File: src/rtl/flashPkg.sv
package flashPkg;

  typedef enum logic [1:0] {
    RD_ARRAY  = 2'd0,
    RD_QUERY  = 2'd1,
    RD_IDENT  = 2'd2,
    RD_STATUS = 2'd3
  } readMode_e;

  typedef enum logic [1:0] {
    OP_NONE  = 2'd0,
    OP_PGM   = 2'd1,
    OP_ERASE = 2'd2,
    OP_LOCK  = 2'd3
  } op_e;

  // Control-to-datapath bundle
  typedef struct packed {
    readMode_e  mode;
    logic [7:0] status;
    logic       addrLocked;
  } ctlToDp_t;

  localparam logic [7:0] CMD_VIEW_ARRAY  = 8'hFF;
  localparam logic [7:0] CMD_VIEW_QUERY  = 8'h98;
  localparam logic [7:0] CMD_VIEW_IDENT  = 8'h90;
  localparam logic [7:0] CMD_VIEW_STATUS = 8'h70;
  localparam logic [7:0] CMD_CLR_STATUS  = 8'h50;
  localparam logic [7:0] CMD_PGM_SETUP   = 8'h40;
  localparam logic [7:0] CMD_ERASE_SETUP = 8'h20;
  localparam logic [7:0] CMD_LOCK_SETUP  = 8'h60;
  localparam logic [7:0] CMD_LOCK_SET    = 8'h01;
  localparam logic [7:0] CMD_CONFIRM     = 8'hD0;
  localparam logic [7:0] CMD_SUSPEND     = 8'hB0;

endpackage

File: src/rtl/flashCtl.sv
module flashCtl
  import flashPkg::*;
#(
  parameter int BLOCK_BITS   = 2,
  parameter int PGM_CYCLES   = 5,
  parameter int ERASE_CYCLES = 12,
  parameter int LOCK_CYCLES  = 3,
  parameter int WAKE_CYCLES  = 4
) (
  input  logic                  clk,
  input  logic                  rp_n,
  input  logic                  ceA_n,
  input  logic                  ceB_n,
  input  logic                  we_n,
  input  logic [BLOCK_BITS-1:0] blkIdx,
  input  logic [7:0]            cmd,
  output ctlToDp_t              ctl,
  output logic                  readyBusy
);

  localparam int NUM_BLOCKS = 1 << BLOCK_BITS;
  localparam int CNT_MAX    = (ERASE_CYCLES > PGM_CYCLES)
                              ? ((ERASE_CYCLES > LOCK_CYCLES) ? ERASE_CYCLES : LOCK_CYCLES)
                              : ((PGM_CYCLES > LOCK_CYCLES) ? PGM_CYCLES : LOCK_CYCLES);
  localparam int CNT_W      = $clog2(CNT_MAX + 1);
  localparam int WAKE_W     = $clog2(WAKE_CYCLES + 1);

  logic                  wePrev;
  logic [WAKE_W-1:0]     wakeCnt;
  readMode_e             mode;
  op_e                   pend;
  op_e                   op;
  logic                  busy;
  logic                  susp;
  logic [CNT_W-1:0]      cnt;
  logic                  lockSet;
  logic [BLOCK_BITS-1:0] lockBlk;
  logic                  errErase;
  logic                  errPgm;
  logic                  errLock;
  logic [NUM_BLOCKS-1:0] lockBits = '0;

  logic wrStb;
  logic running;
  logic tgtLocked;
  logic lockCommit;

  assign wrStb      = we_n && !wePrev && !ceA_n && !ceB_n && (wakeCnt == '0);
  assign running    = busy && !susp;
  assign tgtLocked  = lockBits[blkIdx];
  assign lockCommit = running && (op == OP_LOCK) && (cnt == '0);

  always_ff @(posedge clk or negedge rp_n) begin
    if (!rp_n) begin
      wePrev   <= 1'b1;
      wakeCnt  <= WAKE_W'(WAKE_CYCLES);
      mode     <= RD_ARRAY;
      pend     <= OP_NONE;
      op       <= OP_NONE;
      busy     <= 1'b0;
      susp     <= 1'b0;
      cnt      <= '0;
      lockSet  <= 1'b0;
      lockBlk  <= '0;
      errErase <= 1'b0;
      errPgm   <= 1'b0;
      errLock  <= 1'b0;
    end else begin
      wePrev <= we_n;
      if (wakeCnt != '0) wakeCnt <= wakeCnt - 1'b1;

      if (running) begin
        if (cnt == '0) busy <= 1'b0;
        else           cnt  <= cnt - 1'b1;
      end

      if (wrStb) begin
        if (running) begin
          if (cmd == CMD_VIEW_STATUS) mode <= RD_STATUS;
          else if (cmd == CMD_SUSPEND && op != OP_LOCK && cnt != '0) begin
            susp <= 1'b1;
            mode <= RD_STATUS;
          end
        end else if (pend != OP_NONE) begin
          pend <= OP_NONE;
          mode <= RD_STATUS;
          unique case (pend)
            OP_PGM: begin
              if (tgtLocked) begin
                errPgm  <= 1'b1;
                errLock <= 1'b1;
              end else begin
                busy <= 1'b1;
                op   <= OP_PGM;
                cnt  <= CNT_W'(PGM_CYCLES - 1);
              end
            end
            OP_ERASE: begin
              if (cmd != CMD_CONFIRM) errErase <= 1'b1;
              else if (tgtLocked) begin
                errErase <= 1'b1;
                errLock  <= 1'b1;
              end else begin
                busy <= 1'b1;
                op   <= OP_ERASE;
                cnt  <= CNT_W'(ERASE_CYCLES - 1);
              end
            end
            OP_LOCK: begin
              if (cmd == CMD_LOCK_SET || cmd == CMD_CONFIRM) begin
                busy    <= 1'b1;
                op      <= OP_LOCK;
                cnt     <= CNT_W'(LOCK_CYCLES - 1);
                lockSet <= (cmd == CMD_LOCK_SET);
                lockBlk <= blkIdx;
              end
            end
            default: ;
          endcase
        end else begin
          case (cmd)
            CMD_VIEW_ARRAY:  mode <= RD_ARRAY;
            CMD_VIEW_QUERY:  mode <= RD_QUERY;
            CMD_VIEW_IDENT:  mode <= RD_IDENT;
            CMD_VIEW_STATUS: mode <= RD_STATUS;
            CMD_CLR_STATUS: begin
              errErase <= 1'b0;
              errPgm   <= 1'b0;
              errLock  <= 1'b0;
            end
            CMD_CONFIRM: begin
              if (susp) begin
                susp <= 1'b0;
                mode <= RD_STATUS;
              end
            end
            CMD_PGM_SETUP: if (!busy) begin
              pend <= OP_PGM;
              mode <= RD_STATUS;
            end
            CMD_ERASE_SETUP: if (!busy) begin
              pend <= OP_ERASE;
              mode <= RD_STATUS;
            end
            CMD_LOCK_SETUP: if (!busy) begin
              pend <= OP_LOCK;
              mode <= RD_STATUS;
            end
            default: ;
          endcase
        end
      end
    end
  end

  // Non-volatile lock bits: untouched by the reset pin
  always_ff @(posedge clk) begin
    if (lockCommit) begin
      if (lockSet) lockBits[lockBlk] <= 1'b1;
      else         lockBits          <= '0;
    end
  end

  assign readyBusy      = !running;
  assign ctl.mode       = mode;
  assign ctl.addrLocked = tgtLocked;
  assign ctl.status     = {!busy || susp,
                           susp && (op == OP_ERASE),
                           errErase,
                           errPgm,
                           1'b0,
                           susp && (op == OP_PGM),
                           errLock,
                           1'b0};

  assert_wake_quiet_R5: assert property (@(posedge clk) disable iff (!rp_n)
    (wakeCnt != '0) |=> $stable(mode) && $stable(pend));

  assert_suspend_freeze_R11: assert property (@(posedge clk) disable iff (!rp_n)
    (busy && susp) |=> $stable(cnt));

  assert_suspend_needs_op_R11: assert property (@(posedge clk) disable iff (!rp_n)
    susp |-> busy);

  assert_locked_no_start_R9: assert property (@(posedge clk) disable iff (!rp_n)
    (wrStb && !busy && (pend == OP_PGM || pend == OP_ERASE) && tgtLocked) |=> !busy);

  assert_count_holds_busy_R6: assert property (@(posedge clk) disable iff (!rp_n)
    (running && cnt != '0) |=> busy);

endmodule

File: src/rtl/flashDp.sv
module flashDp
  import flashPkg::*;
#(
  parameter logic [15:0] MFR_ID     = 16'h00A5,
  parameter logic [15:0] DEV_ID     = 16'h5A3C,
  parameter logic [15:0] QUERY_WORD = 16'h7E51
) (
  input  logic        clk,
  input  logic        rp_n,
  input  ctlToDp_t    ctl,
  input  logic        ceA_n,
  input  logic        ceB_n,
  input  logic        oe_n,
  input  logic        we_n,
  input  logic        wordMode,
  input  logic [2:0]  addrLo,
  input  logic [15:0] arrayData,
  output logic [15:0] dataOut,
  output logic        dataOe
);

  logic [15:0] rawWord;
  logic [15:0] shaped;

  always_comb begin
    unique case (ctl.mode)
      RD_ARRAY:  rawWord = arrayData;
      RD_QUERY:  rawWord = QUERY_WORD;
      RD_IDENT: begin
        case (addrLo[2:1])
          2'd0:    rawWord = MFR_ID;
          2'd1:    rawWord = DEV_ID;
          2'd2:    rawWord = {15'd0, ctl.addrLocked};
          default: rawWord = '0;
        endcase
      end
      default:   rawWord = {8'h00, ctl.status};
    endcase
  end

  assign shaped  = wordMode ? rawWord
                            : {8'h00, (addrLo[0] ? rawWord[15:8] : rawWord[7:0])};
  assign dataOe  = rp_n && !ceA_n && !ceB_n && !oe_n && we_n;
  assign dataOut = dataOe ? shaped : '0;

  assert_status_upper_zero_R1: assert property (@(posedge clk) disable iff (!rp_n)
    (dataOe && ctl.mode == RD_STATUS) |-> (dataOut[15:8] == 8'h00));

endmodule

File: src/rtl/flashCmdIf.sv
module flashCmdIf
  import flashPkg::*;
#(
  parameter int          ADDR_W       = 8,
  parameter int          BLOCK_BITS   = 2,
  parameter int          PGM_CYCLES   = 5,
  parameter int          ERASE_CYCLES = 12,
  parameter int          LOCK_CYCLES  = 3,
  parameter int          WAKE_CYCLES  = 4,
  parameter logic [15:0] MFR_ID       = 16'h00A5,
  parameter logic [15:0] DEV_ID       = 16'h5A3C,
  parameter logic [15:0] QUERY_WORD   = 16'h7E51
) (
  input  logic              clk,
  input  logic              rp_n,
  input  logic              ceA_n,
  input  logic              ceB_n,
  input  logic              we_n,
  input  logic              oe_n,
  input  logic              wordMode,
  input  logic [ADDR_W-1:0] addr,
  input  logic [7:0]        cmdData,
  input  logic [15:0]       arrayData,
  output logic [ADDR_W-2:0] arrayAddr,
  output logic [15:0]       dataOut,
  output logic              dataOe,
  output logic              readyBusy
);

  ctlToDp_t ctl;

  assign arrayAddr = addr[ADDR_W-1:1];

  flashCtl #(
    .BLOCK_BITS  (BLOCK_BITS),
    .PGM_CYCLES  (PGM_CYCLES),
    .ERASE_CYCLES(ERASE_CYCLES),
    .LOCK_CYCLES (LOCK_CYCLES),
    .WAKE_CYCLES (WAKE_CYCLES)
  ) ctlInst (
    .clk      (clk),
    .rp_n     (rp_n),
    .ceA_n    (ceA_n),
    .ceB_n    (ceB_n),
    .we_n     (we_n),
    .blkIdx   (addr[ADDR_W-1 -: BLOCK_BITS]),
    .cmd      (cmdData),
    .ctl      (ctl),
    .readyBusy(readyBusy)
  );

  flashDp #(
    .MFR_ID    (MFR_ID),
    .DEV_ID    (DEV_ID),
    .QUERY_WORD(QUERY_WORD)
  ) dpInst (
    .clk      (clk),
    .rp_n     (rp_n),
    .ctl      (ctl),
    .ceA_n    (ceA_n),
    .ceB_n    (ceB_n),
    .oe_n     (oe_n),
    .we_n     (we_n),
    .wordMode (wordMode),
    .addrLo   (addr[2:0]),
    .arrayData(arrayData),
    .dataOut  (dataOut),
    .dataOe   (dataOe)
  );

endmodule

File: config.mk
export PLATFORM = sky130hd
export DESIGN_NAME = flashCmdIf
export DESIGN_NICKNAME = d
export VERILOG_FILES = /design/src/rtl/flashPkg.sv /design/src/rtl/flashCtl.sv /design/src/rtl/flashDp.sv /design/src/rtl/flashCmdIf.sv
export SDC_FILE = /design/constraint.sdc
export NUM_CORES = 1
export LEC_CHECK = 0
export BUFFER_PORTS_ARGS = -buffer_cell sky130_fd_sc_hd__buf_2
export CORE_MARGIN = 2
export CORE_UTILIZATION = 45
export CTS_CLUSTER_DIAMETER = 80
export DETAILED_ROUTE_END_ITERATION = 8
export GPL_TIMING_DRIVEN = 1
export HOLD_SLACK_MARGIN = 0.06
export PLACE_DENSITY = 0.82
export SYNTH_ARGS = -nofsm -noshare
export SYNTH_HDL_FRONTEND = slang
export SYNTH_SLANG_ARGS = --single-unit
File: constraint.sdc
create_clock -name clk -period 2 [get_ports clk]
set_input_delay 0.4 -clock clk [delete_from_list [all_inputs] [get_ports clk]]
set_output_delay 0.4 -clock clk [all_outputs]
set_load 0.01 [all_outputs]
==> metrics.log, run 1 <==
[metrics] netlist area before placement: 0.00209 mm²
[metrics] classification of the worst setup path: in2out
[metrics] data arrival time of the critical path: 1.85 ns
[metrics] clock tree skew after final layout: 0.00411 ns
[metrics] Async SR Flop Fraction: 84.6%
[metrics] Std-Cell Rows: 24
[metrics] Filler Cells Inserted: 363
[metrics] TritonCTS sink count: 26
[metrics] Diodes inserted: 0
[metrics] total via count in the routed design: 2258
[metrics] final slew viol count: 0
[metrics] Max Fclk: 445 MHz
[metrics] routability cong.: 0.930
[metrics] failing checks: setup timing
[metrics] placed cell area: 0.00275 mm²
[metrics] final worst-path cycle share: 112%
[metrics] CTS H-Tree Depth: 1
[metrics] vertical extent of the die: 72.1 µm
[metrics] sequential element share of the synthesized area: 32.3%
[metrics] crit path time final: 2.25 ns
[metrics] max-capacitance violation count: 0
[metrics] leakage dissipation: 1.32 nW
[metrics] wire length after detailed routing: 5.85 mm
[metrics] routed vias/inst: 5.76
[metrics] power density over the cells: 774 mW/mm²
[metrics] total placed cells including tap cells: 384
[metrics] worst vdd rail ir drop: 497 µV
[metrics] number of I/O port buffers: 57
[metrics] status: finished, violations left
[metrics] dominant register cell in the synthesized netlist: dfrtp_1
[metrics] Non-Filler Cell Area, Final: 0.00293 mm²
[metrics] ratio of cells with drive above 1 in the final layout: 44.4%
[metrics] Critical Path Source Type: input pin
[metrics] clock buffer depth: 2
[metrics] actual slew at the worst max-slew pin: 0.341 ns
[metrics] detailed router's first-iteration violation count: 92
[metrics] floorplan core area: 0.00441 mm²
[metrics] Worst EP required: 1.60 ns
[metrics] full die area: 0.00520 mm²
[metrics] worst slew margin relative to its limit: 77.0%
[metrics] starting density of the core: 47.3%
[metrics] Setup-failing EPs final: 16
[metrics] Final Hold Fails: 0
[metrics] total overflow reported by the global router: 0
[metrics] die span in x: 72.1 µm
[metrics] vias in the first global route: 2144
[metrics] synth warn: 0
[metrics] number of enable flip-flop cells after synthesis: 4
[metrics] slack of the critical path: -0.248 ns
[metrics] count of nets left with antenna violations after detail routing: 0
[metrics] post-CTS clock slew at the launch and capture registers of the worst setup and hold paths: 0.09 ns
[metrics] post-route worst hold slack: 0.113 ns
[metrics] Avg Cell Area, Syn: 8.34 µm²
[metrics] reg-to-reg slack, setup: 0.11 ns
[metrics] average wire per cell in the routed design: 14.9 µm
[metrics] number of buffers created by CTS: 3
[metrics] maximum number of pins on one net before global-route repair: 23
[metrics] RSZ-0062 raised after global routing: yes
[metrics] Netlist cell types: 63
[metrics] setup tns final: -2.79 ns
[metrics] GR Util All Layers: 23.2%
[metrics] half-perimeter wire length after detailed placement: 4.64 mm
[metrics] number of antenna violations at the first check in global routing: 0
[metrics] final cell count without fillers: 392
[metrics] synthesized net count: 292
[metrics] Clk Latency, worst-skew pair: 0.27 ns
[metrics] Net count, final: 383
[metrics] cell count after synthesis: 250
[metrics] Top Ports: 64
[metrics] clock tree from TritonCTS: built
[metrics] flop and latch count out of synthesis: 26
[metrics] Root Buffer: clkbuf_8
[metrics] wire length of the first global-routing pass: 9.69 mm
[metrics] number of hold buffers added after CTS: 0
[metrics] Layout area overhead: 40.6%
[metrics] worst hold path class: in2async
[metrics] largest fanout on the critical path: 8
[metrics] residual DRC count: 0
[metrics] element type at the critical path end: primary output
[metrics] number of iterations in the first detailed-routing pass: 4
## cells in the mapped netlist (3+ instances only)
cell / count / area, µm²
nor2_1: 33 / 124
or2_2: 3 / 18.8
mux2_2: 3 / 33.8
o21a_1: 7 / 52.6
o31ai_1: 5 / 37.5
nand2b_1: 4 / 25.0
ha_1: 3 / 37.5
nand2_1: 21 / 78.8
nor2b_1: 6 / 37.5
o21ai_0: 16 / 80.1
a31oi_1: 3 / 18.8
dfrtp_1: 20 / 500
inv_1: 8 / 30.0
a21oi_1: 13 / 65.1
clkbuf_1: 10 / 37.5
nand3_1: 8 / 40.0
a211oi_1: 5 / 37.5
nor3_1: 8 / 40.0
o211ai_1: 6 / 45.0
edfxtp_1: 4 / 120
buf_4: 7 / 52.6
## cells by family after synthesis
| family | share of synthesized area [%] |
|---|---|
| muxes | 4.68 |
| xor gates and xnor gates | 0.840 |
| DFF | 32.3 |
| AOI/OAI and AO/OA | 24.6 |
| buffers and inverters | 6.66 |
| and+or+nand+nor | 29.2 |
| adders and majority gates | 1.80 |
## what timing repair did
item                       CTS  global route
setup buffers                2             2
pin swaps                    3             3
resized for setup           15            11
setup endpoints to repair   17            23
cloned                       0             0
## critical path, cell delays in order
cell	delay [ns]
buf_6	0.09
or3b_4	0.38
or3b_1	0.37
buf_6	0.16
buf_4	0.14
a211oi_2	0.14
buf_2	0.16
## report_power, final
part           switching [W]  internal (W)  leakage, nW
logic               0.000671      0.000586        0.979
clock network       0.000163      0.000138       0.0231
registers          0.0000886      0.000624        0.316
## state kept, by name, summed over array words and instances, names as in the netlist
signal,flops
ctlInst.susp,1
ctlInst.wakeCnt,3
ctlInst.errErase,1
ctlInst.errPgm,1
ctlInst.lockSet,1
ctlInst.lockBlk,2
ctlInst.cnt,4
ctlInst.busy,1
ctlInst.pend,2
ctlInst.mode,2
ctlInst.op,2
ctlInst.errLock,1
ctlInst.wePrev,1
ctlInst.lockBits,4
## area by class of cell
type                       count  area [µm²]  area share [%]
timing repair buffer         104         703            24.0
clock buffer                   3        41.3            1.41
tap                           52        65.1            2.22
sequential                    26         676            23.0
multi-input combinational    196        1400            47.7
clock inverter                 1        3.75           0.128
inverter                      10        45.0            1.54
## per-layer routing
layer | vias up | routed length [µm] | GRT usage (%)
met5 | - | 0 | 0
met4 | 0 | 66 | 7.76
met3 | 9 | 313 | 2.08
met2 | 77 | 3020 | 42.4
met1 | 1075 | 2460 | 28.6
li1 | 1097 | - | -
## layout by cell type (no fill, tap or decap), drive strengths merged, types with 3 or more instances in the layout
cell type	instances
ha	3
a211oi	5
mux2	6
nor2b	6
a21oi	13
nand2	21
o211ai	6
o21ai	18
clkbuf	3
inv	10
buf	103
a31oi	3
o31ai	5
edfxtp	4
nand2b	4
or2	3
dfrtp	20
nor4	3
o21a	7
nor2	33
nand3	8
nor3	9
## final timing paths
path,start,to,cells after the start
hold reg to reg,ctlInst.busy,ctlInst.busy,1
min in group clk,we_n,ctlInst.wePrev,1
setup / recovery,ceA_n,dataOut[1],7
hold / removal,rp_n,ctlInst.wakeCnt[0],2
max in group asynchronous,rp_n,ctlInst.wePrev,2
setup reg to reg,ctlInst.wakeCnt[0],ctlInst.mode[0],7
## metrics by stage
step           utilization (%)  setup WS, ns  power [W]
6_report                  66.4        -0.248    0.00227
5_1_grt                   66.4        -0.279    0.00242
4_1_cts                   65.2        -0.233    0.00221
3_5_place_dp              62.3        -0.270    0.00188
3_3_place_gp              62.3        -0.239    0.00185
2_1_floorplan                -       -0.0663    0.00142
No activity file was read; power rests on OpenSTA's default activity.
==> inputs of run 2 (changes only) <==
--- a/config.mk
+++ b/config.mk
@@ -5,6 +5,7 @@
 export SDC_FILE = /design/constraint.sdc
 export NUM_CORES = 1
 export LEC_CHECK = 0
+export ABC_AREA = 1
 export BUFFER_PORTS_ARGS = -buffer_cell sky130_fd_sc_hd__buf_2
 export CORE_MARGIN = 2
 export CORE_UTILIZATION = 45
==> run 2 against run 1 <==
The flow still finishes with violations (setup timing). Area after synthesis up 3.2%. Maximum frequency is 9.1% higher. Power increased by 7.9%. Non-clock buffer count down 32. Sequential power increased by 14%. Via count increased by 2.6%. Combinational power up 3%. Sequential share of layout area up 2.0 points. Clock skew rose by 0.010 ns. Setup slack improved by 0.19 ns. Worst hold slack improved by 0.029 ns. Critical path type is now reg2out. Largest cell class unchanged.
==> metrics.log, run 2 <==
[metrics] Netlist cell types: 35 (-44%)
[metrics] ranking of synthesized cells by area: dfrtp_1 23%, nand2_1 14%, nor2_1 8.2%
[metrics] flop and latch count out of synthesis: 26 (unchanged)
[metrics] Final Hold Fails: 0 (unchanged)
[metrics] power density over the cells: 907 mW/mm² (+17%)
[metrics] starting density of the core: 46.2% (-1.0 points)
[metrics] dominant register cell in the synthesized netlist: dfrtp_1
[metrics] total overflow reported by the global router: 0 (unchanged)
[metrics] NetSw: 0.00108 W (+17%)
[metrics] ratio of cells with drive above 1 in the final layout: 33.1% (-11 points)
[metrics] half-perimeter wire length after detailed placement: 4.17 mm (-10%)
[metrics] largest registers in the final layout: ctlInst.cnt: 4 flops, ctlInst.lockBits: 4 flops, ctlInst.wakeCnt: 3 flops
[metrics] kind of cell adding the most delay to the critical path: simple AND/OR/NAND/NOR gates
[metrics] switching part of the total power: 44.1% (+3.5 points)
[metrics] floorplan core area: 0.00466 mm² (+5.6%)
[metrics] full die area: 0.00535 mm² (+3.1%)
[metrics] number of enable flip-flop cells after synthesis: 4 (unchanged)
[metrics] Root Buffer: clkbuf_8
[metrics] data arrival time of the critical path: 1.66 ns (-0.19 ns)
[metrics] maximum number of pins on one net before global-route repair: 23 (unchanged)
[metrics] slowest cell on the critical path: dfrtp_2
[metrics] Clk network pwr share: 13.8% (+0.5 points)
[metrics] Net count, final: 436 (+14%)
[metrics] sequential element share of the synthesized area: 31.3% (-1.0 points)
[metrics] residual DRC count: 0 (unchanged)
[metrics] wire length of the first global-routing pass: 8.92 mm (-8.0%)
[metrics] Avg Cell Area, Syn: 6.61 µm² (-21%)
[metrics] failing checks: setup timing
[metrics] leakage dissipation: 1.39 nW (+5.4%)
[metrics] clock tree from TritonCTS: built
[metrics] final worst-path cycle share: 103% (-9.3 points)
[metrics] worst vdd rail ir drop: 417 µV (-16%)
[metrics] total via count in the routed design: 2316 (+2.6%)
[metrics] Worst EP required: 1.60 ns (about the same)
[metrics] crit path time final: 2.06 ns (-0.187 ns)
[metrics] number of buffers created by CTS: 3 (unchanged)
[metrics] clock tree skew after final layout: 0.0144 ns (+0.0103 ns)
[metrics] RSZ-0062 raised after global routing: yes
[metrics] clock buffer depth: 2 (unchanged)
[metrics] element type at the critical path end: primary output
[metrics] average wire per cell in the routed design: 12.4 µm (-17%)
[metrics] Top Ports: 64 (unchanged)
[metrics] Synth top cells by count: 83 x nand2_1, 47 x nor2_1, 42 x inv_1, 20 x dfrtp_1, 20 x o21ai_0
[metrics] die span in x: 73.2 µm (+1.5%)
[metrics] count of nets left with antenna violations after detail routing: 0 (unchanged)
[metrics] buffers plus inverters on the worst setup path: 2 (-2)
[metrics] overall power of the completed layout: 0.00245 W (+7.9%)
[metrics] CTS H-Tree Depth: 1 (unchanged)
[metrics] Std-Cell Rows: 25 (+4.2%)
[metrics] critical-path cell list: inv_2 > nor2_4 > nand2_2 > nor2_4 > nor2_4 > nand2_2 > o21ai_2 > a211oi_2 > buf_2
[metrics] largest fanout on the critical path: 6 (-2)
[metrics] worst slew margin relative to its limit: 75.1% (-1.8 points)
[metrics] synth warn: 0 (unchanged)
[metrics] post-CTS clock slew at the launch and capture registers of the worst setup and hold paths: 0.09 ns (about the same)
[metrics] internal power of the cells: 0.00137 W (+1.6%)
[metrics] detailed router's first-iteration violation count: 152 (+65%)
[metrics] Layout area overhead: 25.5%
[metrics] max-capacitance violation count: 0 (unchanged)
[metrics] Max Fclk: 485 MHz (+9.1%)
[metrics] dominant cell by count in the synthesized netlist: nand2_1
[metrics] Clk Latency, worst-skew pair: 0.28 ns (about the same)
[metrics] TritonCTS sink count: 26 (unchanged)
[metrics] classification of the worst setup path: reg2out
[metrics] source of the worst register-to-register timing path: ctlInst.wakeCnt[0]
[metrics] critical path's most frequent cell: nor2_4
[metrics] number of hold buffers added after CTS: 0 (unchanged)
[metrics] number of antenna violations at the first check in global routing: 0 (unchanged)
[metrics] slack of the critical path: -0.0611 ns (+0.187 ns)
[metrics] Setup-failing EPs final: 4 (-12)
[metrics] most common library cell in the layout ignoring fill and taps: nand2_1
[metrics] Async SR Flop Fraction: 84.6% (unchanged)
[metrics] number of iterations in the first detailed-routing pass: 4 (unchanged)
[metrics] Gate power share: 53.0% (-2.3 points)
[metrics] final slew viol count: 0 (unchanged)
[metrics] post-synth top area share: 23.2% (-0.75 points)
[metrics] first element of the critical path: ctlInst.mode[1]
[metrics] wire length after detailed routing: 5.55 mm (-5.1%)
[metrics] status: finished, violations left
[metrics] post-synth top area cell: dfrtp_1
[metrics] vertical extent of the die: 73.2 µm (+1.5%)
[metrics] Diodes inserted: 0 (unchanged)
[metrics] number of I/O port buffers: 57 (unchanged)
[metrics] Critical Path Source Type: flop
[metrics] Filler Cells Inserted: 406 (+12%)
[metrics] Reg power frac: 33.1% (+1.7 points)
[metrics] most frequent cells in the layout: 79 x nand2_1, 57 x buf_2, 45 x nor2_1
[metrics] vias in the first global route: 2106 (-1.8%)
[metrics] synthesized net count: 368 (+26%)
[metrics] GR Util All Layers: 21.2% (-2.0 points)
[metrics] worst slack, placed: 0.0892 ns (+0.360 ns)
[metrics] delay of the slowest critical-path stage: 0.44 ns (+0.06 ns)
[metrics] routed vias/inst: 5.18 (-10%)
[metrics] worst hold path class: in2async
[metrics] routability cong.: 0.917 (-1.4%)
[metrics] netlist area before placement: 0.00215 mm² (+3.2%)
[metrics] cell count after synthesis: 326 (+30%)
[metrics] actual slew at the worst max-slew pin: 0.371 ns (+0.0302 ns)
-- run 2: routing by layer --
metal	wire length (µm)	share of wire [%]	vias up	GRT usage [%]
met4	148	2.7	0	9.67
met5	0	0	-	0
met2	2710	49	86	35.4
met3	342	6.2	15	3.73
met1	2350	42	1039	26.6
li1	-	-	1176	-
-- run 2: path summary, 6_finish.rpt --
check	to	cells after the start	slack [ns]
worst max-delay path	dataOut[4]	9	-0.06
worst min-delay path	ctlInst.cnt[3]	2	0.14
min in group clk	ctlInst.wePrev	1	0.22
max in group asynchronous	ctlInst.wePrev	2	1.58
worst max register to register	ctlInst.pend[1]	11	0.27
worst min register to register	ctlInst.wakeCnt[1]	2	0.50
-- run 2: power by group through the flow --
stage	registers (W)	logic, W	clock network (W)
global placement	0.000805	0.000974	0
global route	0.000833	0.00145	0.000373
CTS	0.000796	0.00115	0.000344
detailed placement	0.000806	0.000995	0
finish	0.000812	0.00130	0.000339
floorplan	0.000758	0.000764	0
-- run 2: logic make-up after synthesis --
logic type / after synthesis / synth area share [%]
simple gates: 183 / 39.9
flops: 26 / 31.3
compound gates: 55 / 14.7
xor+xnor: 3 / 1.22
fa+ha+maj: 3 / 1.74
buf+inv: 56 / 11.2
-- run 2: metrics by stage --
step                      hold WS (ns)  cell area, µm²  TNS, ns  utilization, %  std cells
after floorplan                  0.104            2150        0               -        326
after global placement           0.462            2490        0            53.4        434
after detailed placement         0.463            2490        0            53.4        434
after CTS                        0.161            2620  -0.0166            56.3        444
after global routing             0.166            2700    -1.08            58.0        447
final                            0.141            2700   -0.118            58.0        447
-- run 2: final cells by class --
cell class | count | area [µm²] | area share (%)
Multi-Input combinational cell | 244 | 1320 | 49.0
Sequential cell | 26 | 676 | 25.0
Timing Repair Buffer | 72 | 402 | 14.9
Inverter | 47 | 179 | 6.62
Tap cell | 54 | 67.6 | 2.50
Clock buffer | 4 | 55.1 | 2.04
-- run 2: timing repair --
action	4_1_cts	5_1_grt
gates resized for setup	10	18
buffers inserted	6	3
pin swaps	1	4
endpoints found under the setup margin	6	18
-- run 2: worst register-to-register path, stage by stage (launching register included) --
cell and delay (ns):
dfrtp_1 0.37, inv_1 0.11, ha_1 0.17, inv_1 0.06, nor2_4 0.14, nand3_2 0.16
nor2_4 0.17, inv_1 0.10, a21oi_2 0.14, o21ai_0 0.10, nand2_1 0.07, inv_1 0.03
